**src/rtl/mst_pkg.sv**
```systemverilog
package mst_pkg;
    localparam int CNT_W     = 64;
    localparam int WORD_W    = 32;
    localparam int PRE_W     = 12;
    localparam int STEP_W    = 8;
    localparam int WIN_SHIFT = 8;
    localparam int CMP_IDX_W = 5;
    localparam int STEP_LSB  = 16;

    localparam logic [WIN_SHIFT-1:0] OFF_CTRL     = 8'h00;
    localparam logic [WIN_SHIFT-1:0] OFF_CFG      = 8'h00;
    localparam logic [WIN_SHIFT-1:0] OFF_CNT_LO   = 8'h08;
    localparam logic [WIN_SHIFT-1:0] OFF_CNT_HI   = 8'h0C;
    localparam logic [WIN_SHIFT-1:0] OFF_IEN      = 8'h10;
    localparam logic [WIN_SHIFT-1:0] OFF_IST      = 8'h14;
    localparam logic [WIN_SHIFT-1:0] OFF_ITEST    = 8'h18;
    localparam logic [WIN_SHIFT-1:0] OFF_CMP_BASE = 8'h20;

    typedef struct packed {
        logic [STEP_W-1:0] step;
        logic [PRE_W-1:0]  pre;
    } tick_cfg_t;

    localparam tick_cfg_t CFG_RESET = '{step: STEP_W'(1), pre: '0};

    // One-hot view of which window field an offset selects
    typedef struct packed {
        logic                 cfg;
        logic                 cnt_lo;
        logic                 cnt_hi;
        logic                 ien;
        logic                 ist;
        logic                 itest;
        logic                 cmp_lo;
        logic                 cmp_hi;
        logic [CMP_IDX_W-1:0] idx;
    } field_t;

    function automatic logic [WORD_W-1:0] cfg_to_word(input tick_cfg_t c);
        logic [WORD_W-1:0] w;
        w = '0;
        w[PRE_W-1:0] = c.pre;
        w[STEP_LSB +: STEP_W] = c.step;
        return w;
    endfunction

    function automatic tick_cfg_t word_to_cfg(input logic [WORD_W-1:0] w);
        tick_cfg_t c;
        c.pre  = w[PRE_W-1:0];
        c.step = w[STEP_LSB +: STEP_W];
        return c;
    endfunction

    function automatic field_t decode_offset(input logic [WIN_SHIFT-1:0] off, input int ncmp);
        field_t f;
        logic [WIN_SHIFT-1:0] rel;
        f   = '0;
        rel = off - OFF_CMP_BASE;
        case (off)
            OFF_CFG:    f.cfg    = 1'b1;
            OFF_CNT_LO: f.cnt_lo = 1'b1;
            OFF_CNT_HI: f.cnt_hi = 1'b1;
            OFF_IEN:    f.ien    = 1'b1;
            OFF_IST:    f.ist    = 1'b1;
            OFF_ITEST:  f.itest  = 1'b1;
            default: begin
                if (off[1:0] == 2'b00 && off >= OFF_CMP_BASE &&
                    int'(rel[WIN_SHIFT-1:3]) < ncmp) begin
                    f.idx    = CMP_IDX_W'(rel[WIN_SHIFT-1:3]);
                    f.cmp_lo = ~rel[2];
                    f.cmp_hi = rel[2];
                end
            end
        endcase
        return f;
    endfunction
endpackage

```
**src/rtl/mst_tick.sv**
```systemverilog
module mst_tick
    import mst_pkg::*;
(
    input  logic              clk,
    input  logic              rst,
    input  logic              en,
    input  logic              cfg_we,
    input  logic              cnt_lo_we,
    input  logic              cnt_hi_we,
    input  logic [WORD_W-1:0] wdata,
    output tick_cfg_t         cfg_q,
    output logic [CNT_W-1:0]  cnt_q,
    output logic [PRE_W-1:0]  pc_q
);
    logic tick;

    assign tick = en && (pc_q == cfg_q.pre);

    always_ff @(posedge clk) begin
        if (rst) begin
            cfg_q <= CFG_RESET;
        end else if (cfg_we) begin
            cfg_q <= word_to_cfg(wdata);
        end
    end

    // Prescaler: restarts whenever the hart is stopped
    always_ff @(posedge clk) begin
        if (rst || !en) begin
            pc_q <= '0;
        end else if (pc_q >= cfg_q.pre) begin
            pc_q <= '0;
        end else begin
            pc_q <= pc_q + PRE_W'(1);
        end
    end

    // Software writes win over a step in the same cycle
    always_ff @(posedge clk) begin
        if (rst) begin
            cnt_q <= '0;
        end else if (cnt_lo_we || cnt_hi_we) begin
            if (cnt_lo_we) cnt_q[WORD_W-1:0]     <= wdata;
            if (cnt_hi_we) cnt_q[CNT_W-1:WORD_W] <= wdata;
        end else if (tick) begin
            cnt_q <= cnt_q + CNT_W'(cfg_q.step);
        end
    end
endmodule

```
**src/rtl/mst_cmp_bank.sv**
```systemverilog
module mst_cmp_bank
    import mst_pkg::*;
#(
    parameter int NUM_CMP = 2
) (
    input  logic                             clk,
    input  logic                             rst,
    input  logic [CNT_W-1:0]                 cnt,
    input  logic [WORD_W-1:0]                wdata,
    input  logic                             cmp_lo_we,
    input  logic                             cmp_hi_we,
    input  logic [CMP_IDX_W-1:0]             cmp_idx,
    input  logic                             ien_we,
    input  logic                             ist_we,
    input  logic                             itest_we,
    output logic [NUM_CMP-1:0][CNT_W-1:0]    cmp_q,
    output logic [NUM_CMP-1:0]               ien_q,
    output logic [NUM_CMP-1:0]               ist_q,
    output logic [NUM_CMP-1:0]               irq
);
    logic [NUM_CMP-1:0] hit;
    logic [NUM_CMP-1:0] clr_v;
    logic [NUM_CMP-1:0] set_v;

    for (genvar c = 0; c < NUM_CMP; c++) begin : g_cmp
        logic [CNT_W-1:0] val_q;
        logic             sel;

        assign sel = (cmp_idx == CMP_IDX_W'(c));

        always_ff @(posedge clk) begin
            if (rst) begin
                val_q <= '1;
            end else begin
                if (cmp_lo_we && sel) val_q[WORD_W-1:0]     <= wdata;
                if (cmp_hi_we && sel) val_q[CNT_W-1:WORD_W] <= wdata;
            end
        end

        assign cmp_q[c] = val_q;
        assign hit[c]   = (cnt >= val_q);
    end

    assign clr_v = ist_we   ? wdata[NUM_CMP-1:0] : '0;
    assign set_v = itest_we ? wdata[NUM_CMP-1:0] : '0;

    always_ff @(posedge clk) begin
        if (rst) begin
            ien_q <= '0;
            ist_q <= '0;
        end else begin
            if (ien_we) ien_q <= wdata[NUM_CMP-1:0];
            ist_q <= (ist_q & ~clr_v) | hit | set_v;
        end
    end

    assign irq = ist_q & ien_q;
endmodule

```
**src/rtl/mst_regif.sv**
```systemverilog
module mst_regif
    import mst_pkg::*;
#(
    parameter int NUM_HARTS = 2,
    parameter int NUM_CMP   = 2,
    parameter int ADDR_W    = 12,
    localparam int WIN_W    = ADDR_W - WIN_SHIFT
) (
    input  logic                                         clk,
    input  logic                                         rst,
    input  logic                                         bus_wr,
    input  logic                                         bus_rd,
    input  logic [ADDR_W-1:0]                            bus_addr,
    input  logic [NUM_HARTS-1:0]                         ctrl_wdata,
    input  tick_cfg_t [NUM_HARTS-1:0]                    cfg_all,
    input  logic [NUM_HARTS-1:0][CNT_W-1:0]              cnt_all,
    input  logic [NUM_HARTS-1:0][NUM_CMP-1:0]            ien_all,
    input  logic [NUM_HARTS-1:0][NUM_CMP-1:0]            ist_all,
    input  logic [NUM_HARTS-1:0][NUM_CMP-1:0][CNT_W-1:0] cmp_all,
    output logic [NUM_HARTS-1:0]                         ctrl_q,
    output field_t                                       wr_field,
    output logic [NUM_HARTS-1:0]                         wr_hart,
    output logic [WORD_W-1:0]                            bus_rdata,
    output logic                                         bus_rvalid
);
    logic [WIN_W-1:0]     win;
    logic [WIN_SHIFT-1:0] off;
    field_t               fld;
    logic                 ctrl_hit;
    logic [WORD_W-1:0]    rd_val;

    assign win      = bus_addr[ADDR_W-1:WIN_SHIFT];
    assign off      = bus_addr[WIN_SHIFT-1:0];
    assign fld      = decode_offset(off, NUM_CMP);
    assign ctrl_hit = (win == '0) && (off == OFF_CTRL);
    assign wr_field = fld;

    for (genvar h = 0; h < NUM_HARTS; h++) begin : g_sel
        assign wr_hart[h] = bus_wr && (win == WIN_W'(h + 1));
    end

    always_ff @(posedge clk) begin
        if (rst) begin
            ctrl_q <= '0;
        end else if (bus_wr && ctrl_hit) begin
            ctrl_q <= ctrl_wdata;
        end
    end

    always_comb begin
        rd_val = '0;
        if (ctrl_hit) rd_val = WORD_W'(ctrl_q);
        for (int h = 0; h < NUM_HARTS; h++) begin
            if (win == WIN_W'(h + 1)) begin
                if (fld.cfg)    rd_val = cfg_to_word(cfg_all[h]);
                if (fld.cnt_lo) rd_val = cnt_all[h][WORD_W-1:0];
                if (fld.cnt_hi) rd_val = cnt_all[h][CNT_W-1:WORD_W];
                if (fld.ien)    rd_val = WORD_W'(ien_all[h]);
                if (fld.ist)    rd_val = WORD_W'(ist_all[h]);
                for (int c = 0; c < NUM_CMP; c++) begin
                    if (fld.idx == CMP_IDX_W'(c)) begin
                        if (fld.cmp_lo) rd_val = cmp_all[h][c][WORD_W-1:0];
                        if (fld.cmp_hi) rd_val = cmp_all[h][c][CNT_W-1:WORD_W];
                    end
                end
            end
        end
    end

    always_ff @(posedge clk) begin
        if (rst) begin
            bus_rvalid <= 1'b0;
            bus_rdata  <= '0;
        end else begin
            bus_rvalid <= bus_rd;
            if (bus_rd) bus_rdata <= rd_val;
        end
    end
endmodule

```
**src/rtl/mh_step_timer.sv**
```systemverilog
module mh_step_timer
    import mst_pkg::*;
#(
    parameter int NUM_HARTS = 2,
    parameter int NUM_CMP   = 2,
    parameter int ADDR_W    = 12
) (
    input  logic                         clk,
    input  logic                         rst,
    input  logic                         bus_wr,
    input  logic                         bus_rd,
    input  logic [ADDR_W-1:0]            bus_addr,
    input  logic [WORD_W-1:0]            bus_wdata,
    output logic [WORD_W-1:0]            bus_rdata,
    output logic                         bus_rvalid,
    output logic [NUM_HARTS*NUM_CMP-1:0] irq_o
);
    logic [NUM_HARTS-1:0]                         ctrl_q;
    field_t                                       wr_field;
    logic [NUM_HARTS-1:0]                         wr_hart;
    tick_cfg_t [NUM_HARTS-1:0]                    cfg_all;
    logic [NUM_HARTS-1:0][CNT_W-1:0]              cnt_all;
    logic [NUM_HARTS-1:0][PRE_W-1:0]              pc_all;
    logic [NUM_HARTS-1:0][NUM_CMP-1:0]            ien_all;
    logic [NUM_HARTS-1:0][NUM_CMP-1:0]            ist_all;
    logic [NUM_HARTS-1:0][NUM_CMP-1:0][CNT_W-1:0] cmp_all;

    mst_regif #(
        .NUM_HARTS(NUM_HARTS),
        .NUM_CMP  (NUM_CMP),
        .ADDR_W   (ADDR_W)
    ) u_regif (
        .clk       (clk),
        .rst       (rst),
        .bus_wr    (bus_wr),
        .bus_rd    (bus_rd),
        .bus_addr  (bus_addr),
        .ctrl_wdata(bus_wdata[NUM_HARTS-1:0]),
        .cfg_all   (cfg_all),
        .cnt_all   (cnt_all),
        .ien_all   (ien_all),
        .ist_all   (ist_all),
        .cmp_all   (cmp_all),
        .ctrl_q    (ctrl_q),
        .wr_field  (wr_field),
        .wr_hart   (wr_hart),
        .bus_rdata (bus_rdata),
        .bus_rvalid(bus_rvalid)
    );

    for (genvar h = 0; h < NUM_HARTS; h++) begin : g_hart
        logic [NUM_CMP-1:0] irq_h;

        mst_tick u_tick (
            .clk      (clk),
            .rst      (rst),
            .en       (ctrl_q[h]),
            .cfg_we   (wr_hart[h] && wr_field.cfg),
            .cnt_lo_we(wr_hart[h] && wr_field.cnt_lo),
            .cnt_hi_we(wr_hart[h] && wr_field.cnt_hi),
            .wdata    (bus_wdata),
            .cfg_q    (cfg_all[h]),
            .cnt_q    (cnt_all[h]),
            .pc_q     (pc_all[h])
        );

        mst_cmp_bank #(
            .NUM_CMP(NUM_CMP)
        ) u_cmp (
            .clk      (clk),
            .rst      (rst),
            .cnt      (cnt_all[h]),
            .wdata    (bus_wdata),
            .cmp_lo_we(wr_hart[h] && wr_field.cmp_lo),
            .cmp_hi_we(wr_hart[h] && wr_field.cmp_hi),
            .cmp_idx  (wr_field.idx),
            .ien_we   (wr_hart[h] && wr_field.ien),
            .ist_we   (wr_hart[h] && wr_field.ist),
            .itest_we (wr_hart[h] && wr_field.itest),
            .cmp_q    (cmp_all[h]),
            .ien_q    (ien_all[h]),
            .ist_q    (ist_all[h]),
            .irq      (irq_h)
        );

        assign irq_o[h*NUM_CMP +: NUM_CMP] = irq_h;
    end
endmodule

```
**config.mk**
```make
export PLATFORM = sky130hd
export DESIGN_NAME = mh_step_timer
export DESIGN_NICKNAME = d
export VERILOG_FILES = /design/src/rtl/mst_pkg.sv /design/src/rtl/mst_tick.sv /design/src/rtl/mst_cmp_bank.sv /design/src/rtl/mst_regif.sv /design/src/rtl/mh_step_timer.sv
export SDC_FILE = /design/constraint.sdc
export NUM_CORES = 2
export LEC_CHECK = 0
export BUFFER_PORTS_ARGS = -buffer_cell sky130_fd_sc_hd__buf_2
export CAP_MARGIN = 20
export CORE_MARGIN = 4
export CORE_UTILIZATION = 42
export DETAILED_ROUTE_END_ITERATION = 10
export HOLD_SLACK_MARGIN = 0.06
export PLACE_DENSITY = 0.65
export SETUP_SLACK_MARGIN = 0.1
export SLEW_MARGIN = 20
export SYNTH_ARGS = -nofsm -noshare
export SYNTH_HDL_FRONTEND = slang
export SYNTH_SLANG_ARGS = --single-unit
```
**constraint.sdc**
```tcl
create_clock -name clk -period 2.8 [get_ports clk]
set_clock_uncertainty 0.05 [all_clocks]
set_input_delay 0.14 -clock clk [delete_from_list [all_inputs] [get_ports clk]]
set_output_delay 0.14 -clock clk [all_outputs]
set_load 0.01 [all_outputs]
```
* After elaboration in Yosys (flattened, before gate mapping)
Cells that the tools add are included.
** Storage, ports and cells
- Input port bits :: 48
- Flip-flop bits (word level) :: 491
- Logic and storage cells :: 160
- Output and inout port bits :: 37
** Cells by class
- Reductions and logical operators :: 51
- Mux-type cells :: 46
- $lt $le $gt $ge :: 8
- Bitwise gates (word level) :: 11
- Equality and inequality tests :: 14
- Add/sub/neg operators :: 5
** Operators by type and width (count)
- 2-to-1 mux 32 bit :: 28
- >= comparator 64 bit :: 4
- 2-to-1 mux 64 bit :: 4
- adder 64 x 8 -> 64 bit :: 2
- logical AND 1 bit :: 32
- adder 12 x 1 -> 12 bit (second input constant) :: 2
- equality test 12 bit :: 2
- equality test 8 x 5 -> 1 bit (second input constant) :: 3
- >= comparator 12 bit :: 2
- 2-to-1 mux 24 bit :: 1
- equality test 8 x 4 -> 1 bit (second input constant) :: 2
- 2-to-1 mux 7 bit :: 2
- 2-to-1 mux 2 bit :: 5
- AND 2 bit :: 4
- >= comparator 8 x 6 -> 1 bit (second input constant) :: 1
- logical NOT 8 bit :: 1
- inequality test 2 x 1 -> 1 bit (second input constant) :: 4
- OR 2 bit :: 4
- AND reduction 2 bit :: 4
- subtractor 8 x 6 -> 8 bit (second input constant) :: 1
- 2-to-1 mux 1 bit :: 6
- OR reduction 6 bit :: 1
- equality test 5 x 1 -> 1 bit (second input constant) :: 1
- logical NOT 5 bit :: 1
- 11 further kinds :: 18

* Longest topological paths before layout
- Word-level depth :: 28
- Depth in mapped cells :: 12
- Gate-level depth less buffers :: 10

* Modules after synthesis
Synthesis repeated with hierarchy kept, for this count alone.
** Unflattened totals
- Cell total of the unflattened synthesis :: 4243
- Area total of the unflattened synthesis :: 33696.1 um2
** Modules (own cells, without submodules)
- mst_cmp_bank :: instances 2, cells an instance 1027, sequential area each 2642.5 um2, area each 8111.5 um2
- mst_tick :: instances 2, cells an instance 762, sequential area each 1921.8 um2, area each 6055.8 um2
- mst_regif :: instances 1, cells an instance 649, sequential area each 700.7 um2, area each 5261.3 um2
- mh_step_timer :: instances 1, cells an instance 16, sequential area each 0.0 um2, area each 100.1 um2

* Least setup slack after synthesis
No wires, ideal clock.
- Kind :: input port to flip-flop
- Start :: input port bus_addr[5]
- End :: register g_hart[0].u_cmp.g_cmp[0].val_q[33]
- Path buffers :: 3
- Data required time :: 2621 ps
- Slack :: 115 ps
- Stages on the path :: 11
- Arrival time :: 2505 ps
- Setup time :: 129 ps
- Cell sequence :: buf_2 inv_1 ha_1 or4b_4 nor3_4 nand2_2 or3_1 buf_2 buf_6 mux2i_1 nand2_1
** Between the ends
- Word-level cells in the longest chain between the ends :: 7
- Elaborated cells on any way between the ends :: 17
- Classes of those cells :: add/sub: 1; order compare: 2; eq/ne: 5; mux: 2; reduce/logical: 7
** RTL lines
- from (decl) :: RTL line mh_step_timer.sv:12 : input logic [ADDR_W-1:0] bus_addr,
- subtractor 8 x 6 -> 8 bit or >= comparator 8 x 6 -> 1 bit (tied branches) :: RTL line mst_pkg.sv:58, mst_pkg.sv:67
- < comparator 5 x 2 -> 1 bit or logical AND 1 bit (tied branches) :: RTL line mst_pkg.sv:68, mst_pkg.sv:67
- logical AND 1 bit :: RTL line mst_pkg.sv:67 : if (off[1:0] == 2'b00 && off >= OFF_CMP_BASE &&
- 2-to-1 mux 7 bit :: RTL line mst_pkg.sv:67
- 2-to-1 mux 7 bit * :: RTL line mst_pkg.sv:59 : case (off)
- logical NOT 5 bit or logical AND 1 bit (tied branches) :: RTL line mst_cmp_bank.sv:29, mh_step_timer.sv:75
- logical AND 1 bit * :: RTL line mst_cmp_bank.sv:36 : if (cmp_hi_we && sel) val_q[CNT_W-1:WORD_W] <= wdata;
- to (signal, indexed assignment) :: RTL line mst_cmp_bank.sv:35 : if (cmp_lo_we && sel) val_q[WORD_W-1:0] <= wdata;
- to (signal, indexed assignment) :: RTL line mst_cmp_bank.sv:36
- to (decl) :: RTL line mst_cmp_bank.sv:26 : logic [CNT_W-1:0] val_q;
Mark *: on every way between the ends. The rest lies on a longest branch, timed or not.
A chain may end at the register's enable or synchronous reset.

* Final worst setup path
- Start :: register g_hart[0].u_tick.cfg_q[12] (netlist bit)
- End :: register g_hart[0].u_tick.cnt_q[56]
** Between the ends
- Word-level cells in the longest chain between the ends :: 3
** RTL lines
- from (decl) :: RTL line mst_tick.sv:11 : output tick_cfg_t cfg_q,
- from (signal assigned) :: RTL line mst_tick.sv:23 : cfg_q <= word_to_cfg(wdata);
- adder 64 x 8 -> 64 bit :: RTL line mst_tick.sv:46 : cnt_q <= cnt_q + CNT_W'(cfg_q.step);
- 2-to-1 mux 64 bit :: RTL line mst_tick.sv:45 : end else if (tick) begin
- 2-to-1 mux 64 bit :: RTL line mst_tick.sv:42 : end else if (cnt_lo_we || cnt_hi_we) begin
- to (signal, indexed assignment) :: RTL line mst_tick.sv:43 : if (cnt_lo_we) cnt_q[WORD_W-1:0] <= wdata;
- to (signal, indexed assignment) :: RTL line mst_tick.sv:44 : if (cnt_hi_we) cnt_q[CNT_W-1:WORD_W] <= wdata;
- to (signal assigned) :: RTL line mst_tick.sv:46
- to (decl) :: RTL line mst_tick.sv:12 : output logic [CNT_W-1:0] cnt_q,
Every way passes these cells. The select of a mux whose other input is x is not followed.

==> impl_metrics.yaml <==
timing:
  period_needed_ns: 2.641
  worst_slew_pin_slew_ns: 0.9337
  fmaxAchievable_ghz: 0.3786
  max-slew-margin-rel_pct: 37.75
  drv_slew: 0
  min_period_over_period_pct: 94.34
  hold_viol_final: 0
  grt_setup_unrepaired: "no"
  setup_violations: 0
min_path:
  hold_class: "primary input to flip-flop"
  hold_depth: 5
place:
  dp_cells: 5187
  hpwlAfterDp_um: 99910
  port_buffers: 84
  place_area_um2: 35390
  place.gp.congestion: 0.9928
synth:
  synth_edf_count: 0
  ys_seq_area_share_pct: 30.78
  syn-num-nets: 4458
  synth_flop_cell: "dfxtp_1"
  netlist_area_um2: 31940
  synth_top_area_cell: "dfxtp_1"
  yosys_warnings: 0
  yosys_register_bits: 491
  synth_cells: 4109
  syn_area_per_cell_um2: 7.773
  async_flop_share_pct: 0
  synthTopCellsByArea: "dfxtp_1, ha_1, nand2_1, o211ai_1, a21oi_1"
  synth_top_area_share_pct: 30.78
  synth_cell_type_count: 91
clock_network:
  numClockSinks: 491
  htree_num_levels: 2
  clk_latency_ns: 0.64
  root_buffer: "clkbuf_16"
  clkSlewWorstSetupHoldPaths_ns: 0.06
  cts_tree: "done"
  cts_max_path_buffers: 3
  numCtsBuffers: 58
floorplanning:
  num_rows: 100
  die_h_um: 283.8
  fp.dieArea_um2: 80520
  start_util_pct: 42.62
  ios: 85
  fp.dieW_um: 283.8
  core_um2: 74950
outcome:
  status: "finished clean"
grt:
  overflow: 0
  grt_max_degree: 114
  grt_usage_pct: 31.67
  antenna_found_initial: 5
  grt_pass1_vias: 31420
  grt_pass1_wl_um: 198100
drt:
  firstDrtPassIters: 6
  postRouteAntennaNets: 0
  drc_errors: 0
  first_iter_violations: 4296
  wl_per_cell_um: 25.06
  wl_um: 133700
  num_vias: 33700
  avgViaCountPerCell: 6.318
critical_path:
  crit_fanout: 6
  required_ns: 3.34
  rr_worst_depth: 12
  cp-start-kind: "flip-flop"
  path_class: "flip-flop to flip-flop"
  cp.arrival_ns: 3.18
  reg2reg_slack_ns: 0.16
  cp-end-kind: "flip-flop"
power_and_ir_drop:
  leakage_nw: 17.40
  p_per_area_nw_per_um2: 415.0
  ir_worst_vdd_mv: 0.5198
cells_and_area:
  fin_cells: 5334
  final_cell_mix: "nand2_1, dfxtp_1, inv_1"
  finalInstanceArea_um2: 37890
  nFillCells: 7185
  layout_commonest_cell: "nand2_1"
  layout.nets: 4665
  syn2layout_area_growth_pct: 18.64
  drive_gt1_share_pct: 14.23
run:
  drv_cap: 0
cell usage after synthesis (20+ instances only):
cell	number
nand2_1	613
dfxtp_1	491
inv_1	306
ha_1	299
a21oi_1	295
o211ai_1	251
clkbuf_1	242
nor2_1	240
o21ai_0	216
a211oi_1	98
mux2i_1	98
nand3_1	93
nand4_1	82
nor3_1	70
o22ai_1	54
a31oi_1	52
a221oi_1	40
a21o_1	39
buf_2	37
and3_1	33
o31ai_1	28
a22oi_1	26
o21a_1	23
and4_1	20
flip-flops by register name (all words and copies together), names as in the netlist:
name / count
g_hart.u_tick.cnt_q: 128
g_hart.u_cmp.g_cmp.val_q: 256
g_hart.u_cmp.ist_q: 4
u_regif.ctrl_q: 2
u_regif.bus_rdata: 32
u_regif.bus_rvalid: 1
g_hart.u_cmp.ien_q: 4
g_hart.u_tick.pc_q: 24
g_hart.u_tick.cfg_q: 40
cell families after synthesis:
| logic type | synth area share (%) |
|---|---|
| simple gates | 18.37 |
| buf+inv | 7.353 |
| flops | 30.78 |
| mux | 4.129 |
| fa+ha+maj | 11.84 |
| xor+xnor | 0.8501 |
| compound gates | 26.69 |
stage by stage:
stage	utilization, %	setup WS [ns]	hold WS, ns	setup TNS, ns	total power, mW
after global placement	47.21	-0.00004019	0.3914	-0.00004019	7.924
after floorplan	-	0.1151	0.1793	0	7.520
after detailed placement	47.22	-0.03636	0.3992	-0.03636	7.924
after CTS	50.34	0.1012	0.06796	0	15.75
after global routing	50.55	0.03971	0.1424	0	16.05
final	50.56	0.1586	0.1054	0	15.73
cell type report:
cell class,count,area (µm²),share of cell area (%)
Sequential cell,491,9834,25.95
Timing Repair Buffer,445,3680,9.711
Clock buffer,83,1707,4.504
Multi-Input combinational cell,3013,20060,52.94
Antenna cell,2,5.005,0.01321
Tap cell,969,1212,3.200
Inverter,307,1160,3.061
Clock inverter,24,234.0,0.6175
critical path: stages (launching register included):
cell       delay, ns
dfxtp_2         0.38
ha_2            0.21
inv_1           0.05
fa_2            0.36
nor2b_4         0.17
o2111ai_4       0.17
and3_4          0.21
nor2_1          0.10
buf_4           0.16
buf_4           0.15
nand2_1         0.13
o41ai_2         0.30
a21o_1          0.15
worst paths after layout:
check / start / endpoint
hold reg to reg: g_hart[1].u_tick.cfg_q[5]$_SDFFE_PP0P_ / g_hart[1].u_tick.cfg_q[5]$_SDFFE_PP0P_
setup reg to reg: g_hart[0].u_tick.cfg_q[12]$_SDFFE_PP1P_ / g_hart[0].u_tick.cnt_q[56]$_SDFFE_PP0P_
setup / recovery: g_hart[0].u_tick.cfg_q[12]$_SDFFE_PP1P_ / g_hart[0].u_tick.cnt_q[56]$_SDFFE_PP0P_
hold / removal: bus_addr[10] / u_regif.bus_rdata[22]$_SDFFE_PP0P_
power by group:
| group | internal, mW | switching (mW) |
|---|---|---|
| Combinational | 0.222 | 0.619 |
| Sequential | 7.00 | 0.0135 |
| Clock | 4.58 | 3.30 |
what timing repair did:
action                                  in CTS  in global routing
hold buffers                                37                  0
endpoints found under the setup margin      50                 92
setup buffers                                0                  1
pin swaps                                    0                  5
hold endpoints to repair                   314                  0
gates resized for setup                      6                 33
layer usage:
layer | track usage, % | wire [µm] | up-vias
li1 | - | - | 15450
met1 | 43.33 | 55460 | 16030
met2 | 48.84 | 57550 | 1873
met3 | 5.992 | 14200 | 348
met4 | 13.49 | 6446 | 4
met5 | 0 | 26 | -
Power figures use the tool's default switching activity.
